### config.mk
export PLATFORM = sky130hd
export DESIGN_NAME = sfl_status_writer
export DESIGN_NICKNAME = d
export VERILOG_FILES = /design/src/rtl/sfl_pkg.sv /design/src/rtl/sfl_pin_sync.sv /design/src/rtl/sfl_frame_rx.sv /design/src/rtl/sfl_stat_core.sv /design/src/rtl/sfl_rd_shift.sv /design/src/rtl/sfl_status_writer.sv
export SDC_FILE = /design/constraint.sdc
export NUM_CORES = 1
export LEC_CHECK = 0
export BUFFER_PORTS_ARGS = -buffer_cell sky130_fd_sc_hd__buf_4
export CORE_ASPECT_RATIO = 0.7
export CORE_MARGIN = 3
export CORE_UTILIZATION = 28
export CTS_BUF_LIST = sky130_fd_sc_hd__clkbuf_4
export DETAILED_ROUTE_END_ITERATION = 10
export PLACE_DENSITY = 0.52
export SETUP_SLACK_MARGIN = 0.2
export SLEW_MARGIN = 20
export SYNTH_ARGS = -nofsm -noshare
export SYNTH_HDL_FRONTEND = slang
export SYNTH_SLANG_ARGS = --single-unit
### constraint.sdc
create_clock -name clk -period 2.7 [get_ports clk]
set_input_delay 0.135 -clock clk [delete_from_list [all_inputs] [get_ports clk]]
set_output_delay 0.135 -clock clk [all_outputs]
set_load 0.01 [all_outputs]
### src/rtl/sfl_pkg.sv
package sfl_pkg;
   localparam logic [7:0] OP_WREN = 8'h06;
   localparam logic [7:0] OP_WRSR = 8'h01;
   localparam logic [7:0] OP_RDSR = 8'h05;

   // frame lengths that make a command valid at chip-select release
   localparam int unsigned LEN_CMD  = 8;
   localparam int unsigned LEN_DATA = 16;

   typedef struct packed {
      logic       lock;   // bit 7
      logic [2:0] prot;   // bits 4:2
      logic       wel;    // bit 1
      logic       busy;   // bit 0
   } stat_t;

   function automatic logic [7:0] stat_to_byte(stat_t s);
      return {s.lock, 2'b00, s.prot, s.wel, s.busy};
   endfunction
endpackage

### src/rtl/sfl_pin_sync.sv
module sfl_pin_sync #(
   parameter int unsigned WIDTH  = 4,
   parameter int unsigned STAGES = 2,
   parameter logic [WIDTH-1:0] RST_VAL = '0
) (
   input  logic             clk,
   input  logic             rst_n,
   input  logic [WIDTH-1:0] d,
   output logic [WIDTH-1:0] q
);
   logic [WIDTH-1:0] chain [STAGES];

   generate
      for (genvar s = 0; s < STAGES; s++) begin : g_stage
         if (s == 0) begin : g_first
            always_ff @(posedge clk or negedge rst_n) begin
               if (!rst_n) chain[s] <= RST_VAL;
               else        chain[s] <= d;
            end
         end else begin : g_next
            always_ff @(posedge clk or negedge rst_n) begin
               if (!rst_n) chain[s] <= RST_VAL;
               else        chain[s] <= chain[s-1];
            end
         end
      end
   endgenerate

   assign q = chain[STAGES-1];
endmodule

### src/rtl/sfl_frame_rx.sv
module sfl_frame_rx
   import sfl_pkg::*;
#(
   parameter int unsigned CNT_W = 5
) (
   input  logic       clk,
   input  logic       rst_n,
   input  logic       cs_n,
   input  logic       sck,
   input  logic       mosi,
   output logic       ev_wren,
   output logic       ev_wrsr,
   output logic [7:0] wr_byte,
   output logic       rd_sel,
   output logic       sck_fall
);
   localparam logic [CNT_W-1:0] CNT_MAX = '1;
   localparam logic [CNT_W-1:0] CNT_CMD = CNT_W'(LEN_CMD);
   localparam logic [CNT_W-1:0] CNT_DAT = CNT_W'(LEN_DATA);
   localparam logic [CNT_W-1:0] CNT_LAST_CMD_BIT = CNT_W'(LEN_CMD - 1);

   logic             cs_q, sck_q;
   logic             cs_fall, cs_rise, sck_rise;
   logic [15:0]      shreg;
   logic [CNT_W-1:0] bitcnt;
   logic [7:0]       next_byte;

   always_ff @(posedge clk or negedge rst_n) begin
      if (!rst_n) begin
         cs_q  <= 1'b1;
         sck_q <= 1'b0;
      end else begin
         cs_q  <= cs_n;
         sck_q <= sck;
      end
   end

   assign cs_fall   = cs_q & ~cs_n;
   assign cs_rise   = ~cs_q & cs_n;
   assign sck_rise  = ~sck_q & sck & ~cs_n;
   assign sck_fall  = sck_q & ~sck & ~cs_n;
   assign next_byte = {shreg[6:0], mosi};

   always_ff @(posedge clk or negedge rst_n) begin
      if (!rst_n) begin
         shreg  <= '0;
         bitcnt <= '0;
         rd_sel <= 1'b0;
      end else if (cs_fall) begin
         bitcnt <= '0;
         rd_sel <= 1'b0;
      end else if (cs_rise) begin
         rd_sel <= 1'b0;
      end else if (sck_rise) begin
         shreg <= {shreg[14:0], mosi};
         if (bitcnt != CNT_MAX) bitcnt <= bitcnt + 1'b1;
         if (bitcnt == CNT_LAST_CMD_BIT && next_byte == OP_RDSR) rd_sel <= 1'b1;
      end
   end

   always_ff @(posedge clk or negedge rst_n) begin
      if (!rst_n) begin
         ev_wren <= 1'b0;
         ev_wrsr <= 1'b0;
         wr_byte <= '0;
      end else begin
         ev_wren <= cs_rise && bitcnt == CNT_CMD && shreg[7:0] == OP_WREN;
         ev_wrsr <= cs_rise && bitcnt == CNT_DAT && shreg[15:8] == OP_WRSR;
         wr_byte <= shreg[7:0];
      end
   end
endmodule

### src/rtl/sfl_stat_core.sv
module sfl_stat_core
   import sfl_pkg::*;
#(
   parameter int unsigned TW_CYCLES = 4096
) (
   input  logic       clk,
   input  logic       rst_n,
   input  logic       ev_wren,
   input  logic       ev_wrsr,
   input  logic [7:0] wr_byte,
   input  logic       wp_n,
   output logic [7:0] stat_byte
);
   localparam int unsigned TW_W = (TW_CYCLES < 2) ? 1 : $clog2(TW_CYCLES);
   localparam logic [TW_W-1:0] TW_LOAD = TW_W'(TW_CYCLES - 1);

   stat_t           st;
   logic [TW_W-1:0] tmr;
   logic            locked, take_wr;

   assign locked  = st.lock & ~wp_n;
   assign take_wr = ev_wrsr & st.wel & ~st.busy & ~locked;

   always_ff @(posedge clk or negedge rst_n) begin
      if (!rst_n) begin
         st  <= '0;
         tmr <= '0;
      end else if (st.busy) begin
         if (tmr == '0) begin
            st.busy <= 1'b0;
            st.wel  <= 1'b0;
         end else begin
            tmr <= tmr - 1'b1;
         end
      end else if (take_wr) begin
         st.lock <= wr_byte[7];
         st.prot <= wr_byte[4:2];
         st.busy <= 1'b1;
         tmr     <= TW_LOAD;
      end else if (ev_wren) begin
         st.wel <= 1'b1;
      end
   end

   assign stat_byte = stat_to_byte(st);
endmodule

### src/rtl/sfl_rd_shift.sv
module sfl_rd_shift (
   input  logic       clk,
   input  logic       rst_n,
   input  logic       cs_n,
   input  logic       rd_sel,
   input  logic       sck_fall,
   input  logic [7:0] stat_byte,
   output logic       miso
);
   logic [2:0] idx;

   always_ff @(posedge clk or negedge rst_n) begin
      if (!rst_n) begin
         miso <= 1'b0;
         idx  <= 3'd7;
      end else if (cs_n) begin
         miso <= 1'b0;
         idx  <= 3'd7;
      end else if (rd_sel && sck_fall) begin
         miso <= stat_byte[idx];
         idx  <= idx - 3'd1;
      end
   end
endmodule

### src/rtl/sfl_status_writer.sv
module sfl_status_writer #(
   parameter int unsigned TW_CYCLES   = 4096,
   parameter int unsigned SYNC_STAGES = 2,
   parameter int unsigned CNT_W       = 5
) (
   input  logic       clk,
   input  logic       rst_n,
   input  logic       spi_cs_n,
   input  logic       spi_sck,
   input  logic       spi_mosi,
   input  logic       wr_prot_n,
   output logic       spi_miso,
   output logic [7:0] status_o
);
   localparam int unsigned NPINS = 4;
   localparam logic [NPINS-1:0] PIN_RST = 4'b1001; // wp_n and cs_n idle high

   generate
      if (TW_CYCLES < 1) begin : g_bad_tw
         $error("TW_CYCLES must be at least 1");
      end
      if (SYNC_STAGES < 2) begin : g_bad_sync
         $error("SYNC_STAGES must be at least 2");
      end
      if (CNT_W < 5) begin : g_bad_cnt
         $error("CNT_W must count past 16 bits");
      end
   endgenerate

   logic [NPINS-1:0] pins_s;
   logic             cs_s, sck_s, mosi_s, wp_s;
   logic             ev_wren, ev_wrsr, rd_sel, sck_fall;
   logic [7:0]       wr_byte;

   sfl_pin_sync #(.WIDTH(NPINS), .STAGES(SYNC_STAGES), .RST_VAL(PIN_RST)) u_sync (
      .clk(clk), .rst_n(rst_n),
      .d({wr_prot_n, spi_mosi, spi_sck, spi_cs_n}),
      .q(pins_s)
   );

   assign cs_s   = pins_s[0];
   assign sck_s  = pins_s[1];
   assign mosi_s = pins_s[2];
   assign wp_s   = pins_s[3];

   sfl_frame_rx #(.CNT_W(CNT_W)) u_rx (
      .clk(clk), .rst_n(rst_n), .cs_n(cs_s), .sck(sck_s), .mosi(mosi_s),
      .ev_wren(ev_wren), .ev_wrsr(ev_wrsr), .wr_byte(wr_byte),
      .rd_sel(rd_sel), .sck_fall(sck_fall)
   );

   sfl_stat_core #(.TW_CYCLES(TW_CYCLES)) u_core (
      .clk(clk), .rst_n(rst_n), .ev_wren(ev_wren), .ev_wrsr(ev_wrsr),
      .wr_byte(wr_byte), .wp_n(wp_s), .stat_byte(status_o)
   );

   sfl_rd_shift u_tx (
      .clk(clk), .rst_n(rst_n), .cs_n(cs_s), .rd_sel(rd_sel),
      .sck_fall(sck_fall), .stat_byte(status_o), .miso(spi_miso)
   );
endmodule

==> results.md <==
* Outcome: completed
* Fillers at 897
* Crit path max fanout at 10
* RSZ-0062 raised after global routing: no
* Post-synth top cells: dfrtp_1, nand2_1, nor2_1
* Share of layout cells above drive strength 1 at 23.02%
* Total wire length at 4.778 mm
* CTS clk-pin slew, worst paths at 0.10 ns
* Worst hold-check path type: input pin to async pin
* Most used DFF post-synth: dfrtp_1
* Top cells by area, synth: dfrtp_1, dfstp_2, mux2_2, ha_1, nand2_1
* CTS tree: done
* Synthesized area at 2631 um2
* CTS Root Cell: clkbuf_4
* Pin count of the biggest net entering global routing at 61
* Setup-failing EPs final at 0
* Crit share post-route at 80.86%
* Critical Path Most Common Cell: ha_1
* Kind of cell adding the most delay to the critical path: simple AND/OR/NAND/NOR gates
* Final Hold Fails at 0
* Initial antenna violation count at 0
* Mean number of vias per cell at 4.546
* Critical path required time at 3.06 ns
* Register Area at 1511 um2
* Clk_lat worst skew at 0.41 ns
* Crit path buf inv count at 0
* Syn Inst Count at 223
* Worst EP arrival at 2.54 ns
* Startpoint Class: flip-flop
* Via count at 1691
* Synth top area share at 49.45%
* Slowest stage cell, crit path: or4b_1
* Die Area at 10620 um2
* CP endpoint kind: flip-flop
* Vias in the first global route at 1682
* Slowest cell delay on critical path at 0.51 ns
* Total grt overflow at 0
* Relative slew margins at 44.01%
* H-tree depth at 3
* Placed Instance Area at 2849 um2
* Total power at 0.001808 W
* Worst R2R Start: u_rx.bitcnt[0]
* Top-count cell post-synth: dfrtp_1
* Final setup TNS at 0 ns
* Routability congestion estimate at 0.7253
* Core area at 8793 um2
* Total Routing Usage GR at 10.39%
* Post-DRT Antenna Nets at 0
* Wire per inst at 12.84 um
* Syn Area/Cell at 11.80 um2
* Die X at 121.9 um
* Die height at 87.11 um
* CP Launch Point: u_rx.bitcnt[0]
* Final HPWL DP at 3.197 mm
* Netlist cell types at 50
* Sink Count at 60
* Layout Nets at 262
* Residual DRC count at 0
* Pins Over Slew Limit at 0
* Boundary Pins at 15
* WHS at 0.3484 ns
* Initial DRC Count at 90
* Slew @ Worst Pin at 0.8367 ns
* EDFF count, synth at 0
* First-pass GRT wire length at 8.383 mm
* Total setup buffers inserted after CTS at 0
* Leakage at 1.445 nW
* Fmax at 458.0 MHz
* Number of max-cap violations at 0
* Post-place setup slack at 0.5087 ns
* Setup Skew at 0.01603 ns
* Post_cts resized at 0
* PortBufs at 12
* Min setup slack post-route at 0.5168 ns
* Starting Density at 29.92%
* Reg2reg path depth at 7
* Setup CP Type: flip-flop to flip-flop
* Synth-to-Final Area Change at 14.46%
* Floorplan row count at 28
* Clk buf depth at 2
* CTS Buf Count at 9
* Dominant cell type by area after synthesis: dfrtp_1
* CP cell instances: ha_1 > and3_1 > ha_1 > nor4b_1 > o21bai_1 > or4b_1 > nand2_1
* Async S/R FF share, synth at 100.0%
* Number of synthesized register bits at 60
* Final Critical Period at 2.183 ns
* Area of the multi-input gates at 1033 um2
* Maximum vdd drop at 0.0003573 V
* 1st-pass router iterations at 6
* Final Instance Area at 3012 um2
* Register area share after synthesis at 57.44%
* PD cells at 600.3 nW/um2
* Warnings, synthesis at 0
* Antenna cells at 0
* Worst path depth at 7
-- final cells by class --
class / count / share of cell area [%]
Tap cell: 120 / 4.985
Timing Repair Buffer: 19 / 5.152
Multi-Input combinational cell: 144 / 34.32
Clock inverter: 3 / 0.4985
Sequential cell: 60 / 50.19
Inverter: 13 / 1.620
Clock buffer: 13 / 3.241
-- repair_timing --
item	in CTS	in global routing
hold endpoints to repair	56	0
hold buffers	5	0
setup endpoints to repair	0	0
-- cells in the final DEF, fill, tap and decap left out, types with 2 or more instances in the layout --
cell type,n
or3_1,2
ha_1,9
nand2_1,26
or3b_1,4
nand3_1,6
nand2b_1,3
o21ai_1,7
a31oi_1,4
mux2_2,11
mux2i_1,2
conb_1,2
nor3_1,3
clkbuf_4,13
nor2_1,13
inv_1,12
o211ai_1,2
buf_4,14
nor4_1,5
clkinv_2,3
dlygate4sd3_1,5
nor2b_1,2
dfrtp_1,52
xnor2_1,2
o21ai_0,3
nand3b_1,4
dfstp_2,8
or4_4,4
a211oi_1,2
mux2_1,6
o31ai_1,2
-- power by group --
group          switching [W]  internal (W)  total, W  leakage (nW)
registers          0.0000847      0.000994   0.00108         0.780
logic              0.0000974     0.0000951  0.000192         0.594
clock network       0.000310      0.000227  0.000537        0.0715
total               0.000492       0.00132   0.00181          1.45
-- path summary, 6_finish.rpt --
check	endpoint	slack, ns
max	u_rx.bitcnt[2]	0.52
min	u_rx.shreg[0]	0.35
max reg2reg	u_rx.bitcnt[2]	0.52
min reg2reg	u_sync.q[1]	0.35
max in group asynchronous	u_core.tmr[9]	1.85
min in group clk	u_sync.q[1]	0.35
-- kinds of logic (layout without fill, tap and decap cells) --
family	after synthesis	count (layout)	synth area share, %
xor gates and xnor gates	3	3	0.9988
adders and majority gates	9	9	4.280
muxes	20	20	8.892
AOI/OAI and AO/OA	28	28	7.369
and+or+nand+nor	82	82	17.45
DFF	60	60	57.44
buffers and inverters	20	48	3.423
other	1	2	0.1425
-- flip-flops by register name (all words and copies together) (netlist names), 3 cells and up --
register,flops
u_rx.shreg,16
u_core.tmr,12
u_core.stat_byte,6
u_rx.bitcnt,5
u_rx.wr_byte,4
u_sync.chain,4
u_sync.q,4
u_tx.idx,3
-- per-stage QoR --
stage,std cells,utilization (%)
floorplan,224,-
global placement,351,32.40
detailed placement,351,32.40
CTS,372,34.25
global route,372,34.25
finish,372,34.25
-- layer usage --
metal / up-vias / wire, um / global-route usage (%)
li1: 835 / - / -
met1: 833 / 2491 / 14.21
met2: 17 / 2032 / 14.03
met3: 6 / 200 / 5.260
met4: 0 / 54 / 3.662
met5: - / 0 / 0
Power figures use the tool's default switching activity.
